### src/rtl/gpio_pkg.sv
package gpio_pkg;
    localparam int ADDR_W   = 6;
    localparam int BANK_BIT = 5;

    typedef enum logic [2:0] {
        REG_EN   = 3'd0,
        REG_DIR  = 3'd1,
        REG_LVL  = 3'd2,
        REG_RISE = 3'd3,
        REG_FALL = 3'd4,
        REG_EVT  = 3'd5,
        REG_RSVD = 3'd6,
        REG_STS  = 3'd7
    } reg_sel_e;
endpackage

### src/rtl/gpio_sync.sv
module gpio_sync #(
    parameter int W = 8
) (
    input  logic         clk,
    input  logic         rst_n,
    input  logic [W-1:0] d,
    output logic [W-1:0] q
);
    logic [W-1:0] meta;

    always_ff @(posedge clk) begin
        if (!rst_n) begin
            meta <= '0;
            q    <= '0;
        end else begin
            meta <= d;
            q    <= meta;
        end
    end
endmodule

### src/rtl/gpio_bank.sv
module gpio_bank
    import gpio_pkg::*;
#(
    parameter int          PINS   = 8,
    parameter logic [31:0] EN_RST = 32'h0
) (
    input  logic            clk,
    input  logic            rst_n,
    input  logic            wr_en,
    input  reg_sel_e        reg_sel,
    input  logic [1:0]      byte_sel,
    input  logic [7:0]      wdata,
    input  logic [PINS-1:0] pad_sync,
    output logic [7:0]      rdata,
    output logic [PINS-1:0] pad_out,
    output logic [PINS-1:0] pad_oe,
    output logic            pend,
    output logic [PINS-1:0] en_q,
    output logic [PINS-1:0] dir_q,
    output logic [PINS-1:0] sts_q,
    output logic [PINS-1:0] evt_q
);
    logic [PINS-1:0] lvl_q, rise_q, fall_q, prev_q;
    logic [PINS-1:0] hit, wbit, clr, set;
    logic [PINS-1:0] rvec;
    logic [31:0]     rwide;

    for (genvar i = 0; i < PINS; i++) begin : g_lane
        assign hit[i]  = (byte_sel == 2'(i / 8));
        assign wbit[i] = wdata[i % 8];
    end

    assign set = en_q & ((rise_q & pad_sync & ~prev_q) |
                         (fall_q & ~pad_sync & prev_q));
    assign clr = (wr_en && reg_sel == REG_STS) ? (hit & wbit) : '0;

    always_ff @(posedge clk) begin
        if (!rst_n) begin
            en_q   <= EN_RST[PINS-1:0];
            dir_q  <= '1;
            lvl_q  <= '0;
            rise_q <= '0;
            fall_q <= '0;
            evt_q  <= '0;
            sts_q  <= '0;
            prev_q <= '0;
        end else begin
            prev_q <= pad_sync;
            sts_q  <= (sts_q & ~clr) | set;
            if (wr_en) begin
                unique case (reg_sel)
                    REG_EN:   en_q   <= (en_q & ~hit) | (wbit & hit);
                    REG_DIR:  dir_q  <= (dir_q & ~hit) | (wbit & hit);
                    REG_LVL:  lvl_q  <= (lvl_q & ~(hit & ~dir_q)) | (wbit & hit & ~dir_q);
                    REG_RISE: rise_q <= (rise_q & ~hit) | (wbit & hit);
                    REG_FALL: fall_q <= (fall_q & ~hit) | (wbit & hit);
                    REG_EVT:  evt_q  <= (evt_q & ~hit) | (wbit & hit);
                    REG_RSVD, REG_STS: ;
                endcase
            end
        end
    end

    always_comb begin
        unique case (reg_sel)
            REG_EN:   rvec = en_q;
            REG_DIR:  rvec = dir_q;
            REG_LVL:  rvec = (dir_q & pad_sync) | (~dir_q & lvl_q);
            REG_RISE: rvec = rise_q;
            REG_FALL: rvec = fall_q;
            REG_EVT:  rvec = evt_q;
            REG_STS:  rvec = sts_q;
            REG_RSVD: rvec = '0;
        endcase
        rwide = 32'(rvec);
        rdata = rwide[8*byte_sel +: 8];
    end

    assign pad_out = lvl_q;
    assign pad_oe  = en_q & ~dir_q;
    assign pend    = |(sts_q & evt_q);
endmodule

### src/rtl/gpio_twobank.sv
module gpio_twobank
    import gpio_pkg::*;
#(
    parameter int          NUM_PINS      = 14,
    parameter int          SPLIT_PIN     = 10,
    parameter logic [31:0] CORE_EN_RST   = 32'h0000_007F,
    parameter logic [31:0] RESUME_EN_RST = 32'h0000_0007
) (
    input  logic                clk,
    input  logic                rst_n,
    input  logic [ADDR_W-1:0]   addr,
    input  logic                wr_en,
    input  logic [7:0]          wdata,
    output logic [7:0]          rdata,
    input  logic [NUM_PINS-1:0] pad_in,
    output logic [NUM_PINS-1:0] pad_out,
    output logic [NUM_PINS-1:0] pad_oe,
    output logic                event_o
);
    localparam int CORE_PINS = SPLIT_PIN;
    localparam int RES_PINS  = NUM_PINS - SPLIT_PIN;

    logic [NUM_PINS-1:0] pad_sync;
    logic [NUM_PINS-1:0] en_all, dir_all, sts_all, evt_all;
    logic [7:0]          rd_core, rd_res;
    logic                pend_core, pend_res;
    logic                sel_res;
    reg_sel_e            reg_sel;

    assign sel_res = addr[BANK_BIT];
    assign reg_sel = reg_sel_e'(addr[4:2]);

    gpio_sync #(.W(NUM_PINS)) u_sync (
        .clk(clk), .rst_n(rst_n), .d(pad_in), .q(pad_sync)
    );

    gpio_bank #(.PINS(CORE_PINS), .EN_RST(CORE_EN_RST)) u_core (
        .clk(clk), .rst_n(rst_n), .wr_en(wr_en && !sel_res),
        .reg_sel(reg_sel), .byte_sel(addr[1:0]), .wdata(wdata),
        .pad_sync(pad_sync[CORE_PINS-1:0]), .rdata(rd_core),
        .pad_out(pad_out[CORE_PINS-1:0]), .pad_oe(pad_oe[CORE_PINS-1:0]),
        .pend(pend_core), .en_q(en_all[CORE_PINS-1:0]),
        .dir_q(dir_all[CORE_PINS-1:0]), .sts_q(sts_all[CORE_PINS-1:0]),
        .evt_q(evt_all[CORE_PINS-1:0])
    );

    gpio_bank #(.PINS(RES_PINS), .EN_RST(RESUME_EN_RST)) u_resume (
        .clk(clk), .rst_n(rst_n), .wr_en(wr_en && sel_res),
        .reg_sel(reg_sel), .byte_sel(addr[1:0]), .wdata(wdata),
        .pad_sync(pad_sync[NUM_PINS-1:SPLIT_PIN]), .rdata(rd_res),
        .pad_out(pad_out[NUM_PINS-1:SPLIT_PIN]), .pad_oe(pad_oe[NUM_PINS-1:SPLIT_PIN]),
        .pend(pend_res), .en_q(en_all[NUM_PINS-1:SPLIT_PIN]),
        .dir_q(dir_all[NUM_PINS-1:SPLIT_PIN]), .sts_q(sts_all[NUM_PINS-1:SPLIT_PIN]),
        .evt_q(evt_all[NUM_PINS-1:SPLIT_PIN])
    );

    assign rdata   = sel_res ? rd_res : rd_core;
    assign event_o = pend_core | pend_res;
endmodule

### config.mk
export PLATFORM = sky130hd
export DESIGN_NAME = gpio_twobank
export DESIGN_NICKNAME = d
export VERILOG_FILES = /design/src/rtl/gpio_pkg.sv /design/src/rtl/gpio_sync.sv /design/src/rtl/gpio_bank.sv /design/src/rtl/gpio_twobank.sv
export SDC_FILE = /design/constraint.sdc
export NUM_CORES = 1
export LEC_CHECK = 0
export BUFFER_PORTS_ARGS = -buffer_cell sky130_fd_sc_hd__buf_2
export CAP_MARGIN = 5
export CORE_MARGIN = 1.5
export CORE_UTILIZATION = 44
export CTS_CLUSTER_DIAMETER = 30
export DETAILED_ROUTE_END_ITERATION = 8
export PLACE_DENSITY_LB_ADDON = 0.2
export SLEW_MARGIN = 15
export SYNTH_ARGS = -nofsm -noshare
export SYNTH_HDL_FRONTEND = slang
export SYNTH_HIERARCHICAL = 1
export SYNTH_SLANG_ARGS = --single-unit
### constraint.sdc
create_clock -name clk -period 2.9 [get_ports clk]
set_input_delay 0.145 -clock clk [delete_from_list [all_inputs] [get_ports clk]]
set_output_delay 0.145 -clock clk [all_outputs]
set_load 0.005 [all_outputs]
==> flow_metrics.env <==
export IMPL_rsz0062_at_grt="no"
export IMPL_place_hpwl_um=13400
export IMPL_synth_area_per_cell_um2=8.93
export IMPL_route_vias_total=5789
export IMPL_layoutNonFillerInstCount=1021
export IMPL_cts_num_sinks=140
export IMPL_drt_iter0_drc=538
export IMPL_finalCriticalPeriod_ns=2.31
export IMPL_dp_cells=975
export IMPL_totalNegativeSetupSlack_ns=0
export IMPL_groute_usage_overall=0.238
export IMPL_nNetsFinal=852
export IMPL_timing_clock_skew_ns=0.00821
export IMPL_critical_path_slowest_cell="sky130_fd_sc_hd__buf_2"
export IMPL_fillerInstances=1411
export IMPL_ys_seq_elements=140
export IMPL_grt_pass1_vias=5310
export IMPL_synth_top_flop_cell="sky130_fd_sc_hd__dfxtp_1"
export IMPL_grt_pass1_wl_um=29400
export IMPL_postCtsSetupRepairBufs=0
export IMPL_worstHoldPathType="in -> reg"
export IMPL_grt_ovfl_total=0
export IMPL_final_max_slew_viol_count=0
export IMPL_run_status="finished, final reports clean"
export IMPL_postSynthCellCount=760
export IMPL_synth_top_cells_by_area="sky130_fd_sc_hd__dfxtp_1 41%, sky130_fd_sc_hd__mux2i_1 7.4%, sky130_fd_sc_hd__o21ai_0 5.5%"
export IMPL_sequential_cell_area_fraction_in_the_yosys_report=0.413
export IMPL_antenna_found_initial=0
export IMPL_synth_yosys_warnings=6
export IMPL_report_final_hold_viol_count=0
export IMPL_critPathBufInv=2
export IMPL_maximum_number_of_pins_on_one_net_before_global_route_repair=74
export IMPL_maxSlewHeadroom=0.536
export IMPL_critPathKind="in -> out"
export IMPL_series_of_cell_instances_along_the_critical_path="buf_2 > nor2b_1 > a21o_1 > a211oi_1 > o32ai_1 > mux2_4 > buf_2"
export IMPL_power_density_nw_per_um2=570
export IMPL_first_pass_iters=5
export IMPL_synthArstFlopShare=0
export IMPL_area_growth_pct=16.5
export IMPL_worst_path_dominant_cell_family="compound AO/OA/AOI/OAI gates"
export IMPL_timing_fmax_mhz=433
export IMPL_cts_htree_levels=4
export IMPL_cts_buffers_inserted=17
export IMPL_io_pin_count=68
export IMPL_final_setup_viol_count=0
export IMPL_cts_hold_repair_buffers=15
export IMPL_drive_above_1_share=0.202
export IMPL_floorplan_die_area_um2=16200
export IMPL_worstPathRequired_ns=2.76
export IMPL_crit_path_max_fanout=35
export IMPL_critical_path_arrival_ns=2.16
export IMPL_worstSkewPairLatency_ns=0.43
export IMPL_fp_dieH_um=127
export IMPL_worst_slew_pin_slew_ns=0.696
export IMPL_vdd_ir_drop_max_v=0.000364
export IMPL_cp_end_kind="primary output"
export IMPL_area_inside_the_core_boundary_um2=15100
export IMPL_yosysTopAreaCell="sky130_fd_sc_hd__dfxtp_1"
export IMPL_cap_violations=0
export IMPL_path_common_cell="sky130_fd_sc_hd__buf_2"
export IMPL_wire_per_inst_um=18.7
export IMPL_syn_area_um2=6780
export IMPL_share_of_the_clock_period_used_by_the_worst_path=0.796
export IMPL_n_antenna_cell=0
export IMPL_critPathLaunchType="input pin"
export IMPL_dieWidth_um=127
export IMPL_gp_routability_congestion=0.990
export IMPL_timing_critical_path_slowest_cell_delay_ns=0.52
export IMPL_route_detailed_vias_per_inst=5.67
export IMPL_floorplan_rows=45
export IMPL_cts_root_buffer_cell="sky130_fd_sc_hd__clkbuf_16"
export IMPL_cts_tree="built"
export IMPL_synth_edff_count=0
export IMPL_cts_max_path_buffers=2
export IMPL_synth_distinct_cells=59
export IMPL_route_detailed_drc=0
export IMPL_cts_clk_slew_worst_paths_ns=0.06
export IMPL_portBuffers=67
export IMPL_ant_nets=0
export IMPL_yosys_area_top_type_share=0.413
export IMPL_postCtsResizedCells=0
export IMPL_power_leakage_nw=3.17
export IMPL_floorplan_initialDensity=0.448
export IMPL_drt_total_wl_um=19100
==> final timing paths <==
check,start,endpoint,slack [ns],cells past startpoint
setup / recovery,addr[3],rdata[0],0.59,7
hold / removal,wdata[4],register,0.05,3
setup reg to reg,u_sync/q[1]$_SDFF_PN0_,u_core/sts_q[1]$_SDFF_PN0_,1.70,4
hold reg to reg,u_sync/meta[0]$_SDFF_PN0_,u_sync/q[0]$_SDFF_PN0_,0.43,1
==> layout make-up <==
type | count | area [µm²] | area share
clock buffers | 18 | 439 | 0.0555
clock inverters | 13 | 165 | 0.0209
inverters | 23 | 86.3 | 0.0109
multi-input cells | 549 | 3630 | 0.459
flip-flops and latches | 140 | 2800 | 0.354
well taps | 188 | 235 | 0.0298
repair buffers | 90 | 548 | 0.0693
==> routing by layer <==
metal | track usage | vias to the layer above | wire length [µm]
li1 | - | 2777 | -
met3 | 0.0427 | 30 | 1230
met2 | 0.338 | 225 | 7880
met1 | 0.357 | 2757 | 9590
met5 | 0 | - | 0
met4 | 0.0929 | 0 | 367
==> cells in the mapped netlist (all sizes together), types with 7 or more instances <==
cell	instances
dfxtp	140
mux2i	50
a21oi	14
a22oi	8
nor2	22
clkbuf	27
nor2b	54
a21boi	40
nand2	90
mux2	10
and2	45
buf	24
nand3	7
nor3	15
nand3b	24
inv	23
o21ai	75
o211ai	24
==> layout by cell type, fill, tap and decap left out, types with 7 or more instances in the layout <==
master / instances
sky130_fd_sc_hd__a21boi_0: 37
sky130_fd_sc_hd__a21oi_1: 14
sky130_fd_sc_hd__a22oi_1: 8
sky130_fd_sc_hd__and2_1: 22
sky130_fd_sc_hd__and2_2: 23
sky130_fd_sc_hd__buf_2: 66
sky130_fd_sc_hd__buf_4: 9
sky130_fd_sc_hd__clkbuf_16: 17
sky130_fd_sc_hd__dfxtp_1: 140
sky130_fd_sc_hd__dlygate4sd3_1: 15
sky130_fd_sc_hd__inv_1: 23
sky130_fd_sc_hd__mux2_4: 8
sky130_fd_sc_hd__mux2i_1: 50
sky130_fd_sc_hd__nand2_1: 87
sky130_fd_sc_hd__nand3b_1: 24
sky130_fd_sc_hd__nor2_1: 20
sky130_fd_sc_hd__nor2b_1: 54
sky130_fd_sc_hd__nor3_1: 9
sky130_fd_sc_hd__o211ai_1: 17
sky130_fd_sc_hd__o211ai_2: 7
sky130_fd_sc_hd__o21ai_0: 75
==> logic make-up after synthesis <==
group                  Yosys count  share of synthesized area
buffers and inverters           74                     0.0535
AND/OR/NAND/NOR                289                      0.244
flip-flops                     140                      0.413
multiplexers                    60                     0.0948
other                            1                   0.000553
AO/OA/AOI/OAI                  196                      0.194
==> stage by stage <==
stage          hold slack, ns  instance area, µm²  setup WS, ns   util  power, mW
2_1_floorplan           0.272                6800          1.12      -       2.20
6_report               0.0490                7910         0.591  0.522       4.51
4_1_cts                0.0334                7910         0.597  0.522       4.53
3_3_place_gp            0.356                7150         0.622  0.472       2.29
3_5_place_dp            0.360                7150         0.600  0.472       2.30
5_1_grt                0.0387                7910         0.447  0.522       4.64
==> tightest hold or removal path, delay by kind of cell <==
kind	cells	cell delay, ns
AOI/OAI and AO/OA	1	0.07
and+or+nand+nor	1	0.06
buffers and inverters	1	0.15
==> where the power goes <==
group / internal [mW] / switching (mW) / total, mW / leakage [nW]
logic: 0.123 / 0.180 / 0.303 / 1.73
clock network: 1.38 / 0.854 / 2.23 / 0.297
registers: 1.95 / 0.0214 / 1.97 / 1.14
total: 3.45 / 1.06 / 4.51 / 3.17
Power figures use the tool's default switching activity.
